`src/rtl/uart_regs_pkg.sv`:
```
package uart_regs_pkg;

   localparam int OFS_W  = 3;
   localparam int BYTE_W = 8;

   typedef enum logic [OFS_W-1:0] {
      OFS_DATA    = 3'd0,
      OFS_IEN     = 3'd1,
      OFS_IDENT   = 3'd2,
      OFS_LINE    = 3'd3,
      OFS_MODEM   = 3'd4,
      OFS_LSTAT   = 3'd5,
      OFS_MSTAT   = 3'd6,
      OFS_SCRATCH = 3'd7
   } ofs_e;

   localparam logic [BYTE_W-1:0] ID_RX_DATA = 8'h04;
   localparam logic [BYTE_W-1:0] ID_TX_MT   = 8'h02;
   localparam logic [BYTE_W-1:0] ID_IDLE    = 8'h01;

   localparam logic [BYTE_W-1:0] LOOP_BIT    = 8'h10;
   localparam logic [BYTE_W-1:0] MODEM_MATCH = LOOP_BIT | 8'h0A;
   localparam logic [BYTE_W-1:0] MODEM_LOAD  = 8'h9A;

   localparam int LS_READY = 0;
   localparam int LS_HOLD  = 5;
   localparam int LS_EMPTY = 6;
   localparam int EN_RX    = 0;
   localparam int EN_TX    = 1;
   localparam int LATCH_B  = 7;

   // decoded bus accesses with side effects
   typedef struct packed {
      logic data_rd;
      logic data_wr;
      logic ien_wr;
      logic ident_rd;
      logic line_wr;
      logic modem_wr;
   } acc_t;

endpackage

```
`src/rtl/uart_bus_decode.sv`:
```
module uart_bus_decode
   import uart_regs_pkg::*;
(
   input  logic [OFS_W-1:0] addr,
   input  logic             rd,
   input  logic             wr,
   input  logic             latch_sel,
   output acc_t             acc
);

   logic at_data, at_ien;

   always_comb begin
      at_data = (addr == OFS_DATA) && !latch_sel;
      at_ien  = (addr == OFS_IEN)  && !latch_sel;
      acc.data_rd  = rd && at_data;
      acc.data_wr  = wr && at_data;
      acc.ien_wr   = wr && at_ien;
      acc.ident_rd = rd && (addr == OFS_IDENT);
      acc.line_wr  = wr && (addr == OFS_LINE);
      acc.modem_wr = wr && (addr == OFS_MODEM);
   end

endmodule

```
`src/rtl/uart_event_timer.sv`:
```
module uart_event_timer #(
   parameter int DELAY = 16
) (
   input  logic clk,
   input  logic rst_n,
   input  logic sched,
   input  logic cancel,
   output logic fire
);

   localparam int CW = (DELAY < 2) ? 1 : $clog2(DELAY + 1);
   localparam logic [CW-1:0] LOAD = CW'(DELAY);
   localparam logic [CW-1:0] LAST = CW'(1);

   logic [CW-1:0] cnt_q;

   assign fire = (cnt_q == LAST) && !cancel;

   always_ff @(posedge clk or negedge rst_n) begin
      if (!rst_n)
         cnt_q <= '0;
      else if (cancel)
         cnt_q <= '0;
      else if (sched)
         cnt_q <= LOAD;
      else if (cnt_q != '0)
         cnt_q <= cnt_q - LAST;
   end

endmodule

```
`src/rtl/uart_holdoff.sv`:
```
module uart_holdoff #(
   parameter int HOLDOFF = 22
) (
   input  logic clk,
   input  logic rst_n,
   input  logic restart,
   output logic elapsed
);

   localparam int HW = $clog2(HOLDOFF + 2);
   localparam logic [HW-1:0] SAT = HW'(HOLDOFF + 1);

   logic [HW-1:0] since_q;

   assign elapsed = (since_q == SAT);

   always_ff @(posedge clk or negedge rst_n) begin
      if (!rst_n)
         since_q <= '0;
      else if (restart)
         since_q <= '0;
      else if (!elapsed)
         since_q <= since_q + HW'(1);
   end

endmodule

```
`src/rtl/legacy_uart_regs.sv`:
```
module legacy_uart_regs
   import uart_regs_pkg::*;
#(
   parameter int HOLDOFF_CYC = 22,
   parameter int SCHED_DELAY = 16
) (
   input  logic              clk,
   input  logic              rst_n,
   input  logic [OFS_W-1:0]  bus_addr,
   input  logic              bus_rd,
   input  logic              bus_wr,
   input  logic [BYTE_W-1:0] bus_wdata,
   output logic [BYTE_W-1:0] bus_rdata,
   input  logic              rx_avail,
   input  logic [BYTE_W-1:0] rx_data,
   output logic              rx_pop,
   output logic              tx_push,
   output logic [BYTE_W-1:0] tx_data,
   output logic              irq
);

   localparam int N_SRC = 2;
   localparam int SRC_RX = 0;
   localparam int SRC_TX = 1;

   if (SCHED_DELAY < 1) begin : g_bad_delay
      $error("SCHED_DELAY must be at least one cycle");
   end
   if (HOLDOFF_CYC < 0) begin : g_bad_hold
      $error("HOLDOFF_CYC must not be negative");
   end

   logic [BYTE_W-1:0] ier_q, lcr_q, mcr_q;
   logic              rx_pend_q, tx_pend_q, recheck_q;
   acc_t              acc;
   logic              hold_done;
   logic [N_SRC-1:0]  ev_sched, ev_cancel, ev_fire;
   logic              tx_now, tx_set, tx_clr, rx_set, rx_clr;

   uart_bus_decode u_dec (
      .addr      (bus_addr),
      .rd        (bus_rd),
      .wr        (bus_wr),
      .latch_sel (lcr_q[LATCH_B]),
      .acc       (acc)
   );

   for (genvar s = 0; s < N_SRC; s++) begin : g_src
      uart_event_timer #(.DELAY(SCHED_DELAY)) u_timer (
         .clk    (clk),
         .rst_n  (rst_n),
         .sched  (ev_sched[s]),
         .cancel (ev_cancel[s]),
         .fire   (ev_fire[s])
      );
   end

   uart_holdoff #(.HOLDOFF(HOLDOFF_CYC)) u_hold (
      .clk     (clk),
      .rst_n   (rst_n),
      .restart (tx_set),
      .elapsed (hold_done)
   );

   // transmit interrupt control
   always_comb begin
      tx_now = acc.ien_wr && bus_wdata[EN_TX] && hold_done;
      ev_sched[SRC_TX]  = (acc.data_wr && ier_q[EN_TX]) ||
                          (acc.ien_wr && bus_wdata[EN_TX] && !hold_done);
      ev_cancel[SRC_TX] = acc.ien_wr && !bus_wdata[EN_TX];
      tx_set = ev_fire[SRC_TX] || tx_now;
      tx_clr = acc.data_wr || ev_cancel[SRC_TX] ||
               (acc.ident_rd && !rx_pend_q && tx_pend_q);
   end

   // receive interrupt control
   always_comb begin
      ev_sched[SRC_RX]  = (recheck_q && rx_avail && ier_q[EN_RX]) ||
                          (acc.ien_wr && bus_wdata[EN_RX] && rx_avail);
      ev_cancel[SRC_RX] = acc.ien_wr && !(bus_wdata[EN_RX] && rx_avail);
      rx_set = ev_fire[SRC_RX];
      rx_clr = acc.data_rd || ev_cancel[SRC_RX];
   end

   always_ff @(posedge clk or negedge rst_n) begin
      if (!rst_n) begin
         ier_q     <= '0;
         lcr_q     <= '0;
         mcr_q     <= '0;
         rx_pend_q <= 1'b0;
         tx_pend_q <= 1'b0;
         recheck_q <= 1'b0;
      end else begin
         if (acc.ien_wr)
            ier_q <= bus_wdata;
         if (acc.line_wr)
            lcr_q <= bus_wdata;
         if (acc.modem_wr && (bus_wdata == MODEM_MATCH))
            mcr_q <= MODEM_LOAD;
         rx_pend_q <= (rx_pend_q && !rx_clr) || rx_set;
         tx_pend_q <= (tx_pend_q && !tx_clr) || tx_set;
         recheck_q <= acc.data_rd;
      end
   end

   // read multiplexer
   always_comb begin
      bus_rdata = '0;
      unique case (bus_addr)
         OFS_DATA:  if (!lcr_q[LATCH_B] && rx_avail) bus_rdata = rx_data;
         OFS_IEN:   if (!lcr_q[LATCH_B]) bus_rdata = ier_q;
         OFS_IDENT: bus_rdata = rx_pend_q ? ID_RX_DATA :
                                tx_pend_q ? ID_TX_MT : ID_IDLE;
         OFS_LINE:  bus_rdata = lcr_q;
         OFS_MODEM: bus_rdata = mcr_q;
         OFS_LSTAT: begin
            bus_rdata[LS_READY] = rx_avail;
            bus_rdata[LS_HOLD]  = 1'b1;
            bus_rdata[LS_EMPTY] = 1'b1;
         end
         default:   bus_rdata = '0;
      endcase
   end

   assign rx_pop  = acc.data_rd && rx_avail;
   assign tx_push = acc.data_wr;
   assign tx_data = bus_wdata;
   assign irq     = rx_pend_q || tx_pend_q;

endmodule

```
`config.mk`:
```
export PLATFORM = sky130hd
export DESIGN_NAME = legacy_uart_regs
export DESIGN_NICKNAME = d
export VERILOG_FILES = /design/src/rtl/uart_regs_pkg.sv /design/src/rtl/uart_bus_decode.sv /design/src/rtl/uart_event_timer.sv /design/src/rtl/uart_holdoff.sv /design/src/rtl/legacy_uart_regs.sv
export SDC_FILE = /design/constraint.sdc
export NUM_CORES = 1
export LEC_CHECK = 0
export BUFFER_PORTS_ARGS = -buffer_cell sky130_fd_sc_hd__buf_2
export CAP_MARGIN = 20
export CORE_ASPECT_RATIO = 1.75
export CORE_MARGIN = 2
export CORE_UTILIZATION = 55
export CTS_CLUSTER_SIZE = 24
export DETAILED_ROUTE_END_ITERATION = 10
export GPL_TIMING_DRIVEN = 0
export PLACE_DENSITY = 0.86
export REMOVE_ABC_BUFFERS = 1
export SLEW_MARGIN = 20
export SYNTH_ARGS = -nofsm -noshare
export SYNTH_HDL_FRONTEND = slang
export SYNTH_SLANG_ARGS = --single-unit
```
`constraint.sdc`:
```
create_clock -name clk -period 3.54 [get_ports clk]
set_input_delay 0.177 -clock clk [delete_from_list [all_inputs] [get_ports clk]]
set_output_delay 0.177 -clock clk [all_outputs]
set_load 0.01 [all_outputs]
```
# ---- Word level (Yosys, flattened, before mapping)
# Cells that the tools add are included.
dict set report totals {
  regBits 35
  input_bits 24
  elab_cells 89
}
dict set report classes {
  addsub 3
  n_eq_ne 10
  n_mux 16
  n_reduce_logical 51
}
# cell n
set ops {}
lappend ops {{5-bit two-way mux} 8}
lappend ops {{1-bit logical AND} 28}
lappend ops {{4-bit case mux with 5 select lines} 1}
lappend ops {{8-bit two-way mux} 2}
lappend ops {{5-bit by 1-bit == test with 1-bit output (second input constant)} 2}
lappend ops {{1-bit case mux with 5 select lines} 2}
lappend ops {{2-bit case mux with 5 select lines} 1}
lappend ops {{5-bit nonzero test} 2}
lappend ops {{5-bit by 1-bit subtractor with 5-bit output (second input constant)} 2}
lappend ops {{1-bit logical NOT} 9}
lappend ops {{1-bit logical OR} 9}
lappend ops {{8-bit by 5-bit == test with 1-bit output (second input constant)} 1}
lappend ops {{3-bit by 2-bit == test with 1-bit output (second input constant)} 2}
lappend ops {{3-bit == test (second input constant)} 2}
lappend ops {{3-bit nonzero test} 2}
lappend ops {{5-bit by 1-bit adder with 5-bit output (second input constant)} 1}
lappend ops {{5-bit == test (second input constant)} 1}
lappend ops {{3-bit by 1-bit == test with 1-bit output (second input constant)} 1}
lappend ops {{3-bit logical NOT} 1}
lappend ops {{3-bit two-way mux} 1}
lappend ops {{2-bit two-way mux} 1}
lappend ops {{2-bit by 1-bit inequality test with 1-bit output (second input constant)} 1}

# ---- Longest topological paths before layout
# Gate-level depths: netlist (run 1).
dict set report logic_depth {
  depth_word 9
  mapped_depth 6
  depth_no_buf 6
}

# ---- By module
# Synthesis (run 1) repeated with hierarchy kept, for this count alone.
dict set report unflattened {
  cells_unflattened 199
  hier_area_um2 2035.7
}
# module instances cells_each area_each_um2 seq_area_each_um2
set modules_own_cells {}
lappend modules_own_cells {legacy_uart_regs 1 115 1157.4 500.5}
lappend modules_own_cells {uart_event_timer 2 26 271.5 125.1}
lappend modules_own_cells {uart_holdoff 1 23 240.2 125.1}
lappend modules_own_cells {uart_bus_decode 1 9 95.1 0.0}

# ---- Worst setup path after synthesis (run 1)
# No wires, ideal clock.
dict set report synth_timing {
  path_type {register to register}
  startpoint {register g_src[1].u_timer.cnt_q[1]}
  endpoint {register u_hold.since_q[0]}
  setup_time_ns 0.128
  t_arrival_ns 1.482
  setup_slack_ns 1.930
  path_stages_with_launch 7
  period_less_slack_ns 1.610
  cell_sequence {dfrtp_1 -> inv_1 -> ha_1 -> or4b_4 -> a31oi_1 -> or3_1 -> o21ai_0}
}
dict set report synth_between {
  elab_chain_len 4
}
# item line
set synth_lines {}
lappend synth_lines {{start: declaration} uart_event_timer.sv:15} ;# logic [CW-1:0] cnt_q;
lappend synth_lines {{start signal: assignment} uart_event_timer.sv:27} ;# cnt_q <= cnt_q - LAST;
lappend synth_lines {{5-bit by 1-bit == test with 1-bit output (*)} uart_event_timer.sv:17} ;# assign fire = (cnt_q == LAST) && !cancel;
lappend synth_lines {{1-bit logical AND (*)} uart_event_timer.sv:17}
lappend synth_lines {{1-bit logical OR (*)} legacy_uart_regs.sv:71} ;# tx_set = ev_fire[SRC_TX] || tx_now;
lappend synth_lines {{2-bit by 1-bit inequality test with 1-bit output (no line) / 5-bit two-way mux (equally long branches)} n/a}
lappend synth_lines {{end signal: assignment} uart_holdoff.sv:23} ;# since_q <= since_q + HW'(1);
lappend synth_lines {{end: declaration} uart_holdoff.sv:13} ;# logic [HW-1:0] since_q;
# Mark *: on every way between the ends. The rest lies on a longest branch, timed or not.
# A chain may end at the register's enable or synchronous reset.

# ---- Worst setup path in the final report (run 1)
dict set report layout_timing {
  startpoint {register lcr_q[7]}
  endpoint {output rx_pop}
}
dict set report layout_between {
  elab_chain_len 4
}
# item line
set layout_lines {}
lappend layout_lines {{start: declaration} legacy_uart_regs.sv:33} ;# logic [BYTE_W-1:0] ier_q, lcr_q, mcr_q;
lappend layout_lines {{start signal: assignment} legacy_uart_regs.sv:97} ;# lcr_q <= bus_wdata;
lappend layout_lines {{1-bit logical NOT} uart_bus_decode.sv:14} ;# at_data = (addr == OFS_DATA) && !latch_sel;
lappend layout_lines {{1-bit logical AND} uart_bus_decode.sv:14}
lappend layout_lines {{1-bit logical AND} uart_bus_decode.sv:16} ;# acc.data_rd = rd && at_data;
lappend layout_lines {{1-bit logical AND} legacy_uart_regs.sv:125} ;# assign rx_pop = acc.data_rd && rx_avail;
lappend layout_lines {{end: declaration} legacy_uart_regs.sv:16} ;# output logic rx_pop,
# No other way between the ends.

==> metrics.cfg, run 1 <==
[placement]
hpwl_um=3610
io_buffers=42
place_congestion=0.787

[global_route]
grt_overflow=0
grt.met3_usage_pct=4.40
met1_usage_pct=24.5
grt_max_degree=36
grt_pass1_vias=1743
grt_pass1_wl_um=7850
antenna_found_initial=0
grtUsageTotal_pct=24.2
grt_use_met2_pct=44.7
top_usage_layer=met2

[sta]
fin_crit_sh_pct=56.1
max_freq_mhz=504
finalSetupViolCount=0
hold_viol=0
slew_headroom_pct=48.3
fin_skew_ns=0.0127
maxSlewViolCount=0
timing.setup.tns_ns=0
post-route-min-period_ns=1.98
worst_slew_pin_slew_ns=0.776
grt_setup_unrepaired=false

[clock_network]
postCtsSetupBuffers=0
clk_path_buf_depth=2
path_clk_slew_ns=0.07
cts.sink_count=35
clock_latency_ns=0.29
cts_root_buf=clkbuf_8
cts_hold_buffers=1
cts_buffers=5
cts_max_level=2
cts_tree=done
cts_resized=0

[setup_path]
slowest_stage=nor4_1
cp-end-kind=output port
start_kind=flop
crit_buf_inv=1
cp_cell_sequence=nor4_1 -> and3_1 -> buf_2
r2r-start=lcr_q[7]
critPathMaxFanout=8
path_delay_family=simple AND/OR/NAND/NOR gates
worstSetupStartpoint=lcr_q[7]
cpPeakStageDelay_ns=0.64
cp.required_ns=3.36
cp.arrival_ns=1.81
path_class=flop to output port

[route]
viasPerCell=5.97
dr.pass1.iters=4
via_count=1791
wl_um=4740
postRouteAntennaNets=0
drtIter0Drc=80
wl_per_cell_um=15.8
drcViolationCount=0

[power_and_ir_drop]
vdd_drop_max_v=0.000377
leakage_nw=1.12
power.density_nw_per_um2=641
totalPowerFinal_w=0.00150

[hold_path]
hold_start=bus_rd
hold_class=primary input to flop

[synth]
synth_cell_types=51
yosys_warnings=0
syn_inst=217
synth.cell_area_sq_um=2070
ys_seq_area_share_pct=42.3
synthArstFlopShare_pct=100
synth_area_per_cell_sq_um=9.54
synth_ff_type=dfrtp_1
ys_seq_elements=35
synth_edf_count=0

[floorplanning]
start_util_pct=57.0
die_area_sq_um=4290
fp.dieW_um=50.4
core_sq_um=3630
boundaryPins=43
rows=29
die_h_um=85.1

[finish]
syn_to_final_growth_pct=12.8
final_common_cell=buf_2
nets=283
antenna_cells=0
drive_gt1_share_pct=28.3
layout_common_cells=buf_2 (42), dfrtp_1 (35), nand2_1 (23), nor2_1 (20), mux2_2 (15)

[outcome]
status=finished clean

[flow_run]
maxCapViolCount=0

[power by group]
group / total (W) / leakage [nW] / switching (W) / internal [W]
sequential: 0.000679 / 0.425 / 0.000133 / 0.000545
clock: 0.000275 / 0.0422 / 0.000137 / 0.000138
combinational: 0.000542 / 0.650 / 0.000275 / 0.000267
[path summary, 6_finish.rpt]
| check | end | slack, ns | cells after the start |
|---|---|---|---|
| setup / recovery | rx_pop | 1.56 | 3 |
| hold / removal | recheck_q | 0.15 | 3 |
| setup reg to reg | ier_q[3] | 1.56 | 3 |
| hold reg to reg | mcr_q[1] | 0.50 | 1 |
| max in group asynchronous | g_src[1].u_timer.cnt_q[0] | 2.53 | 2 |
| min in group asynchronous | lcr_q[6] | 0.49 | 2 |
[cell families after synthesis]
logic type	count (synthesis)	synth area share (%)
AOI/OAI and AO/OA	53	17.1
buffers and inverters	25	6.59
DFF	35	42.3
adders and majority gates	6	3.63
and+or+nand+nor	80	20.9
muxes	16	8.65
xor gates and xnor gates	2	0.847
[cell usage after synthesis, types with 2 or more instances]
cell type | n | area, sq um
a211oi_1 | 4 | 30.0
a21oi_1 | 14 | 70.1
a22o_1 | 2 | 17.5
a22oi_1 | 6 | 45.0
a2bb2oi_1 | 2 | 17.5
a31oi_1 | 3 | 18.8
and2_1 | 3 | 18.8
and3_1 | 2 | 12.5
buf_4 | 9 | 67.6
clkbuf_1 | 3 | 11.3
dfrtp_1 | 35 | 876
ha_1 | 6 | 75.1
inv_1 | 11 | 41.3
mux2_2 | 15 | 169
nand2_1 | 23 | 86.3
nand2b_1 | 2 | 12.5
nand3_1 | 6 | 30.0
nand3b_1 | 2 | 15.0
nand4b_1 | 2 | 17.5
nor2_1 | 20 | 75.1
nor2b_1 | 3 | 18.8
nor3_1 | 3 | 15.0
o21ai_0 | 9 | 45.0
o22ai_1 | 2 | 12.5
or3_1 | 3 | 18.8
xnor2_1 | 2 | 17.5
[stage by stage]
step                      setup WS, ns  utilization [%]  std cells  hold WS, ns  instance area, sq um
after CTS                         1.56             64.3        300        0.136                  2330
after detailed placement          1.58             61.8        291        0.297                  2240
after global placement            1.62             61.8        291        0.294                  2240
after floorplan                   1.89                -        203       -0.119                  1970
after global routing              1.48             64.3        300        0.160                  2330
final                             1.56             64.3        300        0.148                  2330
[layer usage]
metal | vias to the layer above | share of wire [%]
li1 | 845 | -
met1 | 846 | 37
met2 | 80 | 54
met3 | 20 | 5.6
met4 | 0 | 3.9
met5 | - | 0
[worst min-delay path, delay by kind of cell]
kind / cells / cell delay (ns)
buf+inv: 2 / 0.16
simple gates: 1 / 0.07
[state kept, by name, summed over array words and instances, names as in the netlist]
name	cells
g_src.u_timer.cnt_q	10
ier_q	8
lcr_q	8
mcr_q	1
recheck_q	1
rx_pend_q	1
tx_pend_q	1
u_hold.since_q	5
[cell type report]
| type | count | area (sq um) |
|---|---|---|
| Inverter | 11 | 41.3 |
| Tap cell | 46 | 57.6 |
| Fill cell | 301 | 1290 |
| Timing Repair Buffer | 43 | 220 |
| Multi-Input combinational cell | 157 | 1060 |
| Clock buffer | 7 | 76.3 |
| Clock inverter | 1 | 5.00 |
| Sequential cell | 35 | 876 |
Note: power is estimated with default switching activity, not from simulation.
==> inputs of run 2 (changes only) <==
--- a/config.mk
+++ b/config.mk
@@ -9,11 +9,11 @@
 export CAP_MARGIN = 20
 export CORE_ASPECT_RATIO = 1.75
 export CORE_MARGIN = 2
-export CORE_UTILIZATION = 55
+export CORE_UTILIZATION = 49
 export CTS_CLUSTER_SIZE = 24
 export DETAILED_ROUTE_END_ITERATION = 10
 export GPL_TIMING_DRIVEN = 0
-export PLACE_DENSITY = 0.86
+export PLACE_DENSITY = 0.82
 export REMOVE_ABC_BUFFERS = 1
 export SLEW_MARGIN = 20
 export SYNTH_ARGS = -nofsm -noshare
==> constraint.sdc (replaced) <==
create_clock -name clk -period 1.65 [get_ports clk]
set_input_delay 0.0825 -clock clk [delete_from_list [all_inputs] [get_ports clk]]
set_output_delay 0.0825 -clock clk [all_outputs]
set_load 0.01 [all_outputs]
==> run 2 against run 1 <==
Worst hold slack worse by 0.10 ns; cell count is 4.7% higher; critical path depth is 2 higher; final area is 9.2% higher; highest routed layer unchanged; via count is 2.3% higher; non-clock buffer count is 12 higher; global-route usage is 1.6 points lower; sequential power is 120% higher; combinational power grew to 2.6 times the previous value; wire length is 5.1% higher; utilization is 2.4 points lower; die area is 11% higher.
==> metrics.cfg, run 2 (synthesis results as in run 1) <==
[outcome]
status=finished clean  ; unchanged

[power_and_ir_drop]
totalPowerFinal_w=0.00351  ; was 0.00150 W
power.density_nw_per_um2=1380  ; was 641 nW/um^2
leakage_nw=1.20  ; was 1.12 nW
vdd_drop_max_v=0.00113  ; was 0.000377 V

[finish]
finalNonFillerCells=314  ; was 300
top_register=g_src.u_timer.cnt_q  ; unchanged
antenna_cells=0  ; unchanged
fill_cells=376  ; was 301
layout_common_cells=buf_2 (42), dfrtp_1 (34), nand2_1 (23), nor2_1 (18), mux2_2 (15)  ; was buf_2 (42), dfrtp_1 (35), nand2_1 (23), nor2_1 (20), mux2_2 (15)
nets=295  ; was 283
top_regs=g_src.u_timer.cnt_q x10, ier_q x8, lcr_q x8  ; unchanged
stdcell_area_sq_um=2550  ; was 2330 sq um
final_common_cell=buf_2  ; unchanged
postLayoutCoreUtil_pct=62.0  ; was 64.3%
largest_reg_flops=10  ; unchanged
syn_to_final_growth_pct=23.1  ; was 12.8%
drive_gt1_share_pct=38.1  ; was 28.3%

[hold_path]
hold_start=bus_rd  ; unchanged
hold_class=primary input to flop  ; unchanged

[placement]
pre_cts_ws_ns=-0.279  ; was 1.58 ns
place_congestion=0.793  ; was 0.787
hpwl_um=3420  ; was 3610 um
io_buffers=42  ; unchanged
dpl_cell_area_sq_um=2250  ; was 2240 sq um
place_inst=294  ; was 291

[route]
drtIter0Drc=49  ; was 80
wl_um=4980  ; was 4740 um
postRouteAntennaNets=0  ; unchanged
viasPerCell=5.84  ; was 5.97
via_count=1833  ; was 1791
wl_per_cell_um=15.9  ; was 15.8 um
drcViolationCount=0  ; unchanged
dr.pass1.iters=4  ; unchanged

[setup_path]
path_delay_family=simple AND/OR/NAND/NOR gates  ; unchanged
critPathMaxFanout=6  ; was 8
r2r-start=lcr_q[7]  ; unchanged
start_kind=flop  ; unchanged
crit_buf_inv=1  ; unchanged
worstSetupStartpoint=lcr_q[7]  ; unchanged
cp.arrival_ns=1.85  ; was 1.81 ns
slowest_stage=dfrtp_2  ; was nor4_1
cpPeakStageDelay_ns=0.49  ; was 0.64 ns
cp-end-kind=flop  ; was output port
cp_cell_sequence=nor4b_4 -> buf_4 -> a31oi_4 -> or3_1 -> o21ai_1  ; was nor4_1 -> and3_1 -> buf_2
cp.required_ns=1.86  ; was 3.36 ns
path_class=flop to flop  ; was flop to output port

[clock_network]
cts_tree=done  ; unchanged
path_clk_slew_ns=0.07  ; about the same
cts_buffers=5  ; unchanged
cts_root_buf=clkbuf_8  ; unchanged
clock_latency_ns=0.29  ; about the same
clk_path_buf_depth=2  ; unchanged
cts_max_level=2  ; unchanged
cts.sink_count=35  ; unchanged

[sta]
fin_skew_ns=0.0109  ; was 0.0127 ns
max_freq_mhz=612
post-route-min-period_ns=1.63
fin_crit_sh_pct=99.0
worst_slew_pin_slew_ns=0.783  ; was 0.776 ns
hold_viol=0  ; unchanged
slew_headroom_pct=47.8  ; was 48.3%
setup_ws_ns=0.0164  ; was 1.56 ns
finalSetupViolCount=0  ; unchanged
maxSlewViolCount=0  ; unchanged
grt_setup_unrepaired=true  ; was false

[floorplanning]
die_area_sq_um=4780  ; was 4290 sq um
core_sq_um=4110  ; was 3630 sq um
start_util_pct=50.3  ; was 57.0%
die_h_um=90.0  ; was 85.1 um
fp.dieW_um=53.1  ; was 50.4 um
boundaryPins=43  ; unchanged
rows=31  ; was 29

[global_route]
grtUsageTotal_pct=22.6  ; was 24.2%
grt_overflow=0  ; unchanged
grt_pass1_wl_um=7990  ; was 7850 um
grt_max_degree=36  ; unchanged
grt_pass1_vias=1785  ; was 1743
antenna_found_initial=0  ; unchanged

[flow_run]
maxCapViolCount=0  ; unchanged

## run 2: power breakdown
| part | internal (W) | switching, W |
|---|---|---|
| Sequential | 0.00117 | 0.000304 |
| Combinational | 0.000727 | 0.000677 |
| Clock | 0.000327 | 0.000303 |
## run 2: timing repair
item / 4_1_cts / 5_1_grt
buffers inserted: 5 / 7
pin swaps: 2 / 6
resized for setup: 11 / 16
hold buffers: 1 / 0
hold endpoints to repair: 35 / 0
setup endpoints to repair: 26 / 18
## run 2: worst register-to-register path, cell delays in order (launching register included)
cell	delay, ns
dfrtp_2	0.49
nor4b_4	0.30
buf_4	0.20
a31oi_4	0.11
or3_1	0.38
o21ai_1	0.08
## run 2: worst paths after layout
kind	to	slack (ns)	depth (start not counted)
setup / recovery	u_hold.since_q[0]	0.02	5
hold / removal	recheck_q	0.04	3
setup reg to reg	u_hold.since_q[0]	0.02	5
hold reg to reg	ier_q[5]	0.51	1
max in group asynchronous	lcr_q[7]	0.70	2
min in group asynchronous	ier_q[3]	0.41	2
## run 2: cell type report
cell class	instances	area (sq um)	area share, %
Clock inverter	1	5.00	0.196
Clock buffer	6	82.6	3.24
Tap cell	49	61.3	2.41
Multi-Input combinational cell	157	1170	45.8
Timing Repair Buffer	55	314	12.3
Sequential cell	35	877	34.4
Inverter	11	41.3	1.62
## run 2: through the flow
stage | hold slack [ns] | setup TNS (ns)
5_1_grt | 0.0660 | -0.162
3_5_place_dp | 0.216 | -2.95
3_3_place_gp | 0.205 | -2.61
6_report | 0.0439 | 0
2_1_floorplan | -0.213 | 0
4_1_cts | 0.0355 | -0.00378
## run 2: per-layer routing
metal | routed length (um) | GRT usage (%)
met1 | 1890 | 24.3
met2 | 2710 | 39.1
met3 | 196 | 4.49
met4 | 184 | 12.8
met5 | 0 | 0
